File: src/rtl/mburst_pkg.sv
package mburst_pkg;
  localparam int BYTE_W    = 8;
  localparam int ADDR_W    = BYTE_W - 1;
  localparam int BURST_LEN = 8;

  typedef enum logic [2:0] {
    ST_IDLE,
    ST_ADDR,
    ST_WDATA,
    ST_RDATA,
    ST_BURST,
    ST_DISCARD
  } sp_state_e;
endpackage

File: src/rtl/mburst_sync.sv
module mburst_sync #(
  parameter int              WIDTH   = 1,
  parameter int              STAGES  = 2,
  parameter logic [WIDTH-1:0] RST_VAL = '0
) (
  input  logic             clk_i,
  input  logic             rst_n_i,
  input  logic [WIDTH-1:0] d_i,
  output logic [WIDTH-1:0] q_o
);
  logic [STAGES-1:0][WIDTH-1:0] stage_q;

  always_ff @(posedge clk_i or negedge rst_n_i) begin
    if (!rst_n_i) begin
      stage_q <= {STAGES{RST_VAL}};
    end else begin
      stage_q <= {stage_q[STAGES-2:0], d_i};
    end
  end

  assign q_o = stage_q[STAGES-1];
endmodule

File: src/rtl/mburst_outsr.sv
module mburst_outsr #(
  parameter int NBYTES = 8
) (
  input  logic                  clk_i,
  input  logic                  rst_n_i,
  input  logic                  load_i,
  input  logic [NBYTES*8-1:0]   load_data_i,
  input  logic                  shift_i,
  output logic                  msb_o
);
  localparam int W = NBYTES * 8;

  logic [W-1:0] sr_q, sr_d;
  logic         sr_en;

  always_comb begin
    sr_en = load_i | shift_i;
    sr_d  = load_i ? load_data_i : {sr_q[W-2:0], 1'b0};
  end

  always_ff @(posedge clk_i or negedge rst_n_i) begin
    if (!rst_n_i) begin
      sr_q <= '0;
    end else if (sr_en) begin
      sr_q <= sr_d;
    end
  end

  assign msb_o = sr_q[W-1];


  snap_hold_chk: assert property (@(posedge clk_i) disable iff (!rst_n_i)
    (!load_i && !shift_i) |=> $stable(sr_q));
endmodule

File: src/rtl/mburst_exit_guard.sv
module mburst_exit_guard #(
  parameter int BEXIT_CYCLES = 32
) (
  input  logic clk_i,
  input  logic rst_n_i,
  input  logic arm_i,
  input  logic cs_high_i,
  output logic armed_o
);
  localparam int CNT_W = $clog2(BEXIT_CYCLES + 1);

  logic             armed_q, armed_d;
  logic [CNT_W-1:0] cnt_q, cnt_d;

  always_comb begin
    armed_d = armed_q;
    cnt_d   = cnt_q;
    if (arm_i) begin
      armed_d = 1'b1;
      cnt_d   = '0;
    end else if (armed_q) begin
      if (!cs_high_i) begin
        cnt_d = '0;
      end else if (cnt_q == CNT_W'(BEXIT_CYCLES - 1)) begin
        armed_d = 1'b0;
        cnt_d   = '0;
      end else begin
        cnt_d = cnt_q + 1'b1;
      end
    end
  end

  always_ff @(posedge clk_i or negedge rst_n_i) begin
    if (!rst_n_i) begin
      armed_q <= 1'b0;
      cnt_q   <= '0;
    end else begin
      armed_q <= armed_d;
      cnt_q   <= cnt_d;
    end
  end

  assign armed_o = armed_q;


  guard_release_chk: assert property (@(posedge clk_i) disable iff (!rst_n_i)
    $fell(armed_q) |-> $past(cs_high_i));
endmodule

File: src/rtl/mburst_ctrl.sv
module mburst_ctrl import mburst_pkg::*; #(
  parameter int                NREGS      = 16,
  parameter logic [ADDR_W-1:0] BURST_ADDR = 7'h50,
  parameter int                BURST_BASE = 2
) (
  input  logic                      clk_i,
  input  logic                      rst_n_i,
  input  logic                      cs_low_i,
  input  logic                      cs_fall_i,
  input  logic                      cs_rise_i,
  input  logic                      sclk_rise_i,
  input  logic                      sdi_i,
  input  logic [NREGS*BYTE_W-1:0]   reg_bank_i,
  input  logic                      guard_armed_i,
  output logic                      guard_arm_o,
  output logic                      sdo_o,
  output logic                      wr_valid_o,
  output logic [ADDR_W-1:0]         wr_addr_o,
  output logic [BYTE_W-1:0]         wr_data_o,
  output logic                      burst_short_o
);
  localparam int SR_W       = BURST_LEN * BYTE_W;
  localparam int BBITS_W    = $clog2(SR_W + 1);
  localparam int SHORT_BITS = 2 * BYTE_W;

  sp_state_e           state_q, state_d;
  logic [2:0]          bitcnt_q, bitcnt_d;
  logic [ADDR_W-1:0]   in_sr_q, in_sr_d;
  logic [ADDR_W-1:0]   waddr_q, waddr_d;
  logic [BBITS_W-1:0]  bbits_q, bbits_d;
  logic                short_q, short_d;
  logic                wr_valid_q, wr_valid_d;
  logic [ADDR_W-1:0]   wr_addr_q, wr_addr_d;
  logic [BYTE_W-1:0]   wr_data_q, wr_data_d;

  logic [BYTE_W-1:0]   in_byte;
  logic [ADDR_W-1:0]   in_addr;
  logic [BYTE_W-1:0]   rd_byte;
  logic [SR_W-1:0]     burst_word;
  logic [SR_W-1:0]     ld_data;
  logic                ld, shift, sr_msb;

  generate
    for (genvar k = 0; k < BURST_LEN; k++) begin : g_burst_src
      assign burst_word[(BURST_LEN-1-k)*BYTE_W +: BYTE_W] =
        reg_bank_i[(BURST_BASE+k)*BYTE_W +: BYTE_W];
    end
  endgenerate

  assign in_byte = {in_sr_q, sdi_i};
  assign in_addr = in_byte[ADDR_W-1:0];

  always_comb begin
    rd_byte = '0;
    for (int i = 0; i < NREGS; i++) begin
      if (in_addr == ADDR_W'(i)) rd_byte = reg_bank_i[i*BYTE_W +: BYTE_W];
    end
  end

  always_comb begin
    state_d     = state_q;
    bitcnt_d    = bitcnt_q;
    in_sr_d     = in_sr_q;
    waddr_d     = waddr_q;
    bbits_d     = bbits_q;
    short_d     = short_q;
    wr_valid_d  = 1'b0;
    wr_addr_d   = wr_addr_q;
    wr_data_d   = wr_data_q;
    ld          = 1'b0;
    ld_data     = '0;
    shift       = 1'b0;
    guard_arm_o = 1'b0;
    if (cs_rise_i) begin
      state_d  = ST_IDLE;
      bitcnt_d = '0;
      if (state_q == ST_BURST) begin
        guard_arm_o = 1'b1;
        short_d     = (bbits_q < BBITS_W'(SHORT_BITS));
      end
    end else if (cs_fall_i) begin
      bitcnt_d = '0;
      if (guard_armed_i) begin
        state_d = ST_DISCARD;
      end else begin
        state_d = ST_ADDR;
        short_d = 1'b0;
      end
    end else if (sclk_rise_i && cs_low_i) begin
      unique case (state_q)
        ST_ADDR: begin
          in_sr_d  = in_byte[ADDR_W-1:0];
          bitcnt_d = bitcnt_q + 3'd1;
          if (bitcnt_q == 3'd7) begin
            if (in_byte[BYTE_W-1]) begin
              waddr_d = in_addr;
              state_d = ST_WDATA;
            end else if (in_addr == BURST_ADDR) begin
              state_d = ST_BURST;
              ld      = 1'b1;
              ld_data = burst_word;
              bbits_d = '0;
            end else begin
              state_d = ST_RDATA;
              ld      = 1'b1;
              ld_data = {rd_byte, {(SR_W-BYTE_W){1'b0}}};
            end
          end
        end
        ST_WDATA: begin
          in_sr_d  = in_byte[ADDR_W-1:0];
          bitcnt_d = bitcnt_q + 3'd1;
          if (bitcnt_q == 3'd7) begin
            wr_valid_d = 1'b1;
            wr_addr_d  = waddr_q;
            wr_data_d  = in_byte;
            state_d    = ST_ADDR;
          end
        end
        ST_RDATA: begin
          shift    = 1'b1;
          bitcnt_d = bitcnt_q + 3'd1;
          if (bitcnt_q == 3'd7) state_d = ST_ADDR;
        end
        ST_BURST: begin
          shift = 1'b1;
          if (bbits_q != BBITS_W'(SR_W)) bbits_d = bbits_q + 1'b1;
        end
        default: ;
      endcase
    end
  end

  always_ff @(posedge clk_i or negedge rst_n_i) begin
    if (!rst_n_i) begin
      state_q    <= ST_IDLE;
      bitcnt_q   <= '0;
      in_sr_q    <= '0;
      waddr_q    <= '0;
      bbits_q    <= '0;
      short_q    <= 1'b0;
      wr_valid_q <= 1'b0;
      wr_addr_q  <= '0;
      wr_data_q  <= '0;
    end else begin
      state_q    <= state_d;
      bitcnt_q   <= bitcnt_d;
      in_sr_q    <= in_sr_d;
      waddr_q    <= waddr_d;
      bbits_q    <= bbits_d;
      short_q    <= short_d;
      wr_valid_q <= wr_valid_d;
      wr_addr_q  <= wr_addr_d;
      wr_data_q  <= wr_data_d;
    end
  end

  mburst_outsr #(.NBYTES(BURST_LEN)) outsr_i (
    .clk_i       (clk_i),
    .rst_n_i     (rst_n_i),
    .load_i      (ld),
    .load_data_i (ld_data),
    .shift_i     (shift),
    .msb_o       (sr_msb)
  );

  assign sdo_o         = sr_msb & ((state_q == ST_RDATA) || (state_q == ST_BURST));
  assign wr_valid_o    = wr_valid_q;
  assign wr_addr_o     = wr_addr_q;
  assign wr_data_o     = wr_data_q;
  assign burst_short_o = short_q;


  cs_rise_idle_chk: assert property (@(posedge clk_i) disable iff (!rst_n_i)
    cs_rise_i |=> (state_q == ST_IDLE && bitcnt_q == 3'd0));


  wr_pulse_src_chk: assert property (@(posedge clk_i) disable iff (!rst_n_i)
    $rose(wr_valid_q) |-> $past(state_q) == ST_WDATA);


  guard_discard_chk: assert property (@(posedge clk_i) disable iff (!rst_n_i)
    (cs_fall_i && guard_armed_i) |=> state_q == ST_DISCARD);


  short_src_chk: assert property (@(posedge clk_i) disable iff (!rst_n_i)
    $rose(short_q) |-> $past(state_q) == ST_BURST);


  burst_tail_zero_chk: assert property (@(posedge clk_i) disable iff (!rst_n_i)
    (state_q == ST_BURST && bbits_q == BBITS_W'(SR_W)) |-> !sdo_o);
endmodule

File: src/rtl/mburst_port.sv
module mburst_port import mburst_pkg::*; #(
  parameter int                NREGS        = 16,
  parameter logic [ADDR_W-1:0] BURST_ADDR   = 7'h50,
  parameter int                BURST_BASE   = 2,
  parameter int                BEXIT_CYCLES = 32,
  parameter int                SYNC_STAGES  = 2
) (
  input  logic                    clk_i,
  input  logic                    rst_n_i,
  input  logic                    cs_n_i,
  input  logic                    sclk_i,
  input  logic                    sdi_i,
  output logic                    sdo_o,
  input  logic [NREGS*BYTE_W-1:0] reg_bank_i,
  output logic                    wr_valid_o,
  output logic [ADDR_W-1:0]       wr_addr_o,
  output logic [BYTE_W-1:0]       wr_data_o,
  output logic                    burst_short_o
);
  logic [1:0] rst_pipe_q;
  logic       rst_n;
  logic [2:0] pins_s;
  logic       cs_n_s, sclk_s, sdi_s;
  logic       cs_n_prev_q, sclk_prev_q;
  logic       cs_fall, cs_rise, sclk_rise;
  logic       guard_arm, guard_armed;

  always_ff @(posedge clk_i or negedge rst_n_i) begin
    if (!rst_n_i) rst_pipe_q <= 2'b00;
    else          rst_pipe_q <= {rst_pipe_q[0], 1'b1};
  end
  assign rst_n = rst_pipe_q[1];

  mburst_sync #(.WIDTH(3), .STAGES(SYNC_STAGES), .RST_VAL(3'b110)) sync_i (
    .clk_i   (clk_i),
    .rst_n_i (rst_n),
    .d_i     ({cs_n_i, sclk_i, sdi_i}),
    .q_o     (pins_s)
  );
  assign {cs_n_s, sclk_s, sdi_s} = pins_s;

  always_ff @(posedge clk_i or negedge rst_n) begin
    if (!rst_n) begin
      cs_n_prev_q <= 1'b1;
      sclk_prev_q <= 1'b1;
    end else begin
      cs_n_prev_q <= cs_n_s;
      sclk_prev_q <= sclk_s;
    end
  end

  assign cs_fall   = cs_n_prev_q & ~cs_n_s;
  assign cs_rise   = ~cs_n_prev_q & cs_n_s;
  assign sclk_rise = ~sclk_prev_q & sclk_s;

  mburst_exit_guard #(.BEXIT_CYCLES(BEXIT_CYCLES)) guard_i (
    .clk_i     (clk_i),
    .rst_n_i   (rst_n),
    .arm_i     (guard_arm),
    .cs_high_i (cs_n_s),
    .armed_o   (guard_armed)
  );

  mburst_ctrl #(.NREGS(NREGS), .BURST_ADDR(BURST_ADDR), .BURST_BASE(BURST_BASE)) ctrl_i (
    .clk_i         (clk_i),
    .rst_n_i       (rst_n),
    .cs_low_i      (~cs_n_s),
    .cs_fall_i     (cs_fall),
    .cs_rise_i     (cs_rise),
    .sclk_rise_i   (sclk_rise),
    .sdi_i         (sdi_s),
    .reg_bank_i    (reg_bank_i),
    .guard_armed_i (guard_armed),
    .guard_arm_o   (guard_arm),
    .sdo_o         (sdo_o),
    .wr_valid_o    (wr_valid_o),
    .wr_addr_o     (wr_addr_o),
    .wr_data_o     (wr_data_o),
    .burst_short_o (burst_short_o)
  );
endmodule

File: config.mk
export PLATFORM = sky130hd
export DESIGN_NAME = mburst_port
export DESIGN_NICKNAME = d
export VERILOG_FILES = /design/src/rtl/mburst_pkg.sv /design/src/rtl/mburst_sync.sv /design/src/rtl/mburst_outsr.sv /design/src/rtl/mburst_exit_guard.sv /design/src/rtl/mburst_ctrl.sv /design/src/rtl/mburst_port.sv
export SDC_FILE = /design/constraint.sdc
export NUM_CORES = 1
export LEC_CHECK = 0
export BUFFER_PORTS_ARGS = -buffer_cell sky130_fd_sc_hd__buf_4
export CAP_MARGIN = 20
export CORE_MARGIN = 5
export CORE_UTILIZATION = 62
export CTS_BUF_LIST = sky130_fd_sc_hd__clkbuf_4
export DETAILED_ROUTE_END_ITERATION = 8
export PLACE_DENSITY_LB_ADDON = 0.05
export SYNTH_ARGS = -nofsm -noshare
export SYNTH_HDL_FRONTEND = slang
export SYNTH_SLANG_ARGS = --single-unit
File: constraint.sdc
create_clock -name clk_i -period 9.8 [get_ports clk_i]
set_input_delay 0.49 -clock clk_i [delete_from_list [all_inputs] [get_ports clk_i]]
set_output_delay 0.49 -clock clk_i [all_outputs]
set_load 0.02 [all_outputs]
==> run_results.csv <==
group,metric,value,unit
yosys,ys_seq_elements,125,
setup_path,startpoint,"ctrl_i.state_q[1]",
setup_path,cp.arrival,3.51,ns
drt,drtIter0Drc,923,
clock_network,clk_pin_slew_worst_paths,0.12,ns
grt,grt_pass1_vias,6531,
place,dp_worst_setup_slack,6.78,ns
floorplanning,io_pins,151,
pwr,p_leak,3.45,nW
yosys,syn-num-nets,885,
sta,fin_setup_tns,0,ns
setup_path,endpoint,"ctrl_i.outsr_i.sr_q[63]",
pwr,power_density,173,nW/µm²
setup_path,cp_slowest_cell,"buf_4",
grt,grt_max_degree,81,
drt,wl_per_cell,21.4,µm
yosys,synthDistinctLibCells,68,
setup_path,startpoint_type,"register",
drt,wl_met2,10400,µm
setup_path,path_cells,"or3b_1 -> a2111oi_4 -> buf_4 -> mux2_1 -> o21ai_1 -> a21oi_1",
yosys,yosys.area_share.adder,1.21,%
yosys,synth_area,7210,µm²
grt,grt-ovfl-total,0,
yosys,synth-xor-area-share,0.121,%
setup_path,cp.depth,6,
yosys,yosysSeqAreaShare,43.5,%
clock_network,cts_tree,"yes",
sta,fmax,325,MHz
setup_path,crit_buf_inv,1,
floorplanning,core_area,11400,µm²
drt,antenna_left,0,
drt,viasPerCell,6.50,
sta,setup_slack,6.72,ns
yosys,synth_top_family_by_area,"compound AO/OA/AOI/OAI gates",
setup_path,worst_r2r_endpoint,"ctrl_i.outsr_i.sr_q[63]",
yosys,ys_warn_count,0,
sta,hold_viol_final,0,
floorplanning,die-height,118,µm
yosys,synth_area_leaders,"dfrtp_1 (41%), mux2i_1 (8.9%), mux2_2 (5.3%)",
sta,slew_headroom,31.6,%
drt,drc_errors,0,
yosys,synth_ff_type,"dfrtp_1",
setup_path,worstPathMaxFanout,60,
drt,wl,22000,µm
place,place.port_buffers,150,
setup_path,r2r-start,"ctrl_i.state_q[1]",
clock_network,insertion_delay,0.58,ns
floorplanning,rows,39,
clock_network,cts_htree_levels,4,
finish,area_delta_synth_final,19.7,%
grt,grt_first_pass_wirelength,35500,µm
clock_network,clock-sinks,125,
sta,rsz0062_at_grt,"false",
clock_network,cts-root-buf,"clkbuf_4",
sta,min_period,3.08,ns
drt,wl_met3,2010,µm
sta,tightest_slew,1.03,ns
place,dp.final_hpwl,15900,µm
setup_path,critical_path_class,"reg2reg",
drt,wl_met1,9020,µm
job,drv_cap,0,
yosys,netlist_instances,745,
sta,report.final.slew_viol_count,0,
sta,skew,0.0195,ns
drt,num_vias,6672,
yosys,synth_top_area_share,41.3,%
clock_network,cts-resized-gates,0,
setup_path,rrSetupSlack,6.72,ns
setup_path,path_delay_family,"buffers and inverters",
yosys,syn_avg_cell_area,9.68,µm²
sta,finalCritPeriodShare,31.4,%
grt,track_usage,32.1,%
finish,drive_gt1_share,27.9,%
finish,nets,1010,
pwr,ir_drop,0.199,mV
yosys,synth-simple-area-share,15.9,%
floorplanning,initial_core_util,63.2,%
finish,n_antenna_cell,0,
clock_network,cts_buffer_depth,2,
setup_path,worstPathRequired,10.23,ns
drt,drtPass1Iterations,6,
yosys,synth-edff-count,0,
yosys,synthMuxAreaShare,16.5,%
yosys,synth_common_cells,"dfrtp_1 (119), o21ai_1 (71), nand3_1 (70)",
floorplanning,dieWidth,118,µm
setup_path,rr_worst_depth,6,
setup_path,end_kind,"register",
yosys,yosys.area.top_type,"dfrtp_1",
place,finalWeightedCongestion,1.02,
worst_hold_path,hold_class,"in2reg",
yosys,synth_compound_area_share,18.0,%
drt,dr.max_layer_used,"met4",
yosys,synth_async_sr_flop_share,100,%
sta,setup_viol,0,
floorplanning,dieArea,13900,µm²
grt,grt_antenna_before_repair,0,
status,status,"finished, final reports clean",
yosys,yosysMostFrequentCell,"dfrtp_1",
setup_path,cpPeakStageDelay,0.78,ns
clock_network,numCtsBuffers,17,
==> where the power goes <==
group	internal, W	switching (W)	total (W)
Combinational	0.000205	0.000293	0.000498
Sequential	0.000571	0.0000681	0.000639
Clock	0.000133	0.000223	0.000356
==> cells by family (layout without fill, tap and decap cells) <==
logic type                 after synthesis  in the layout
muxes                                  107            107
AOI/OAI and AO/OA                      213            213
xor gates and xnor gates                 1              1
adders and majority gates                7              7
buffers and inverters                   74            212
other                                    1              1
and+or+nand+nor                        217            217
DFF                                    125            125
==> tightest hold or removal path: stages <==
cell and delay (ns):
buf_4 0.08, nand3_1 0.05, o21ai_1 0.07
==> sequential cells by signal, summed over array words and instances (netlist names) <==
signal and cells:
ctrl_i.waddr_q 7, ctrl_i.outsr_i.sr_q 64, sclk_prev_q 1, ctrl_i.burst_short_o 1, ctrl_i.wr_data_o 8, rst_pipe_q 2
sync_i.stage_q 3, ctrl_i.wr_valid_o 1, ctrl_i.bbits_q 7, ctrl_i.bitcnt_q 3, ctrl_i.wr_addr_o 7, cs_n_prev_q 1
ctrl_i.in_sr_q 7, guard_i.cnt_q 6, sync_i.q_o 3, guard_i.armed_o 1, ctrl_i.state_q 3
==> cell type report <==
cell class | instances | area, µm²
inverter | 18 | 67.6
sequential | 125 | 3140
clock buffer | 18 | 135
multi-input combinational | 546 | 3740
clock inverter | 14 | 134
tap | 143 | 179
fill | 821 | 2780
timing repair buffer | 162 | 1240
==> metrics by stage <==
step / area (µm²) / std cells / total power, W / utilization [%] / hold slack [ns]
final: 8630 / 1026 / 0.00149 / 75.6 / 0.146
after global placement: 8300 / 988 / 0.00111 / 72.7 / 0.272
after floorplan: 7210 / 745 / 0.000960 / - / 0.194
after detailed placement: 8300 / 988 / 0.00113 / 72.7 / 0.274
after CTS: 8610 / 1024 / 0.00148 / 75.4 / 0.130
after global routing: 8630 / 1026 / 0.00157 / 75.6 / 0.133
==> routing by layer <==
metal | vias up | track usage, %
met2 | 364 | 49.6
met5 | - | 0
met4 | 0 | 9.68
met1 | 3236 | 43.8
met3 | 47 | 9.56
li1 | 3025 | -
==> cell usage in the layout, fill, tap and decap left out, types with 16 or more instances in the layout <==
master / count
o22ai_1: 16
mux2_2: 34
o21ai_1: 71
a21oi_1: 31
o21ai_0: 32
nand2_1: 38
buf_4: 156
nand3_1: 70
dfrtp_1: 116
mux2i_1: 64
inv_1: 17
nor2_1: 33
clkbuf_4: 19
==> repair_timing <==
item / 4_1_cts / 5_1_grt
endpoints found under the setup margin: 0 / 0
hold buffers: 4 / 0
endpoints found under the hold margin: 5 / 0
setup buffers: 0 / 0
==> how the worst min path moves through the flow <==
stage	startpoint	end	slack (ns)	depth (start not counted)
after CTS	reg_bank_i[51]	ctrl_i.outsr_i.sr_q[27]	0.13	3
after global placement	rst_n_i	rst_pipe_q[0]	0.27	1
after floorplan	rst_n_i	rst_pipe_q[0]	0.19	0
after detailed placement	rst_n_i	rst_pipe_q[0]	0.27	1
after global routing	reg_bank_i[51]	ctrl_i.outsr_i.sr_q[27]	0.13	3
final	reg_bank_i[51]	ctrl_i.outsr_i.sr_q[27]	0.15	3
No activity file was read; power rests on OpenSTA's default activity.
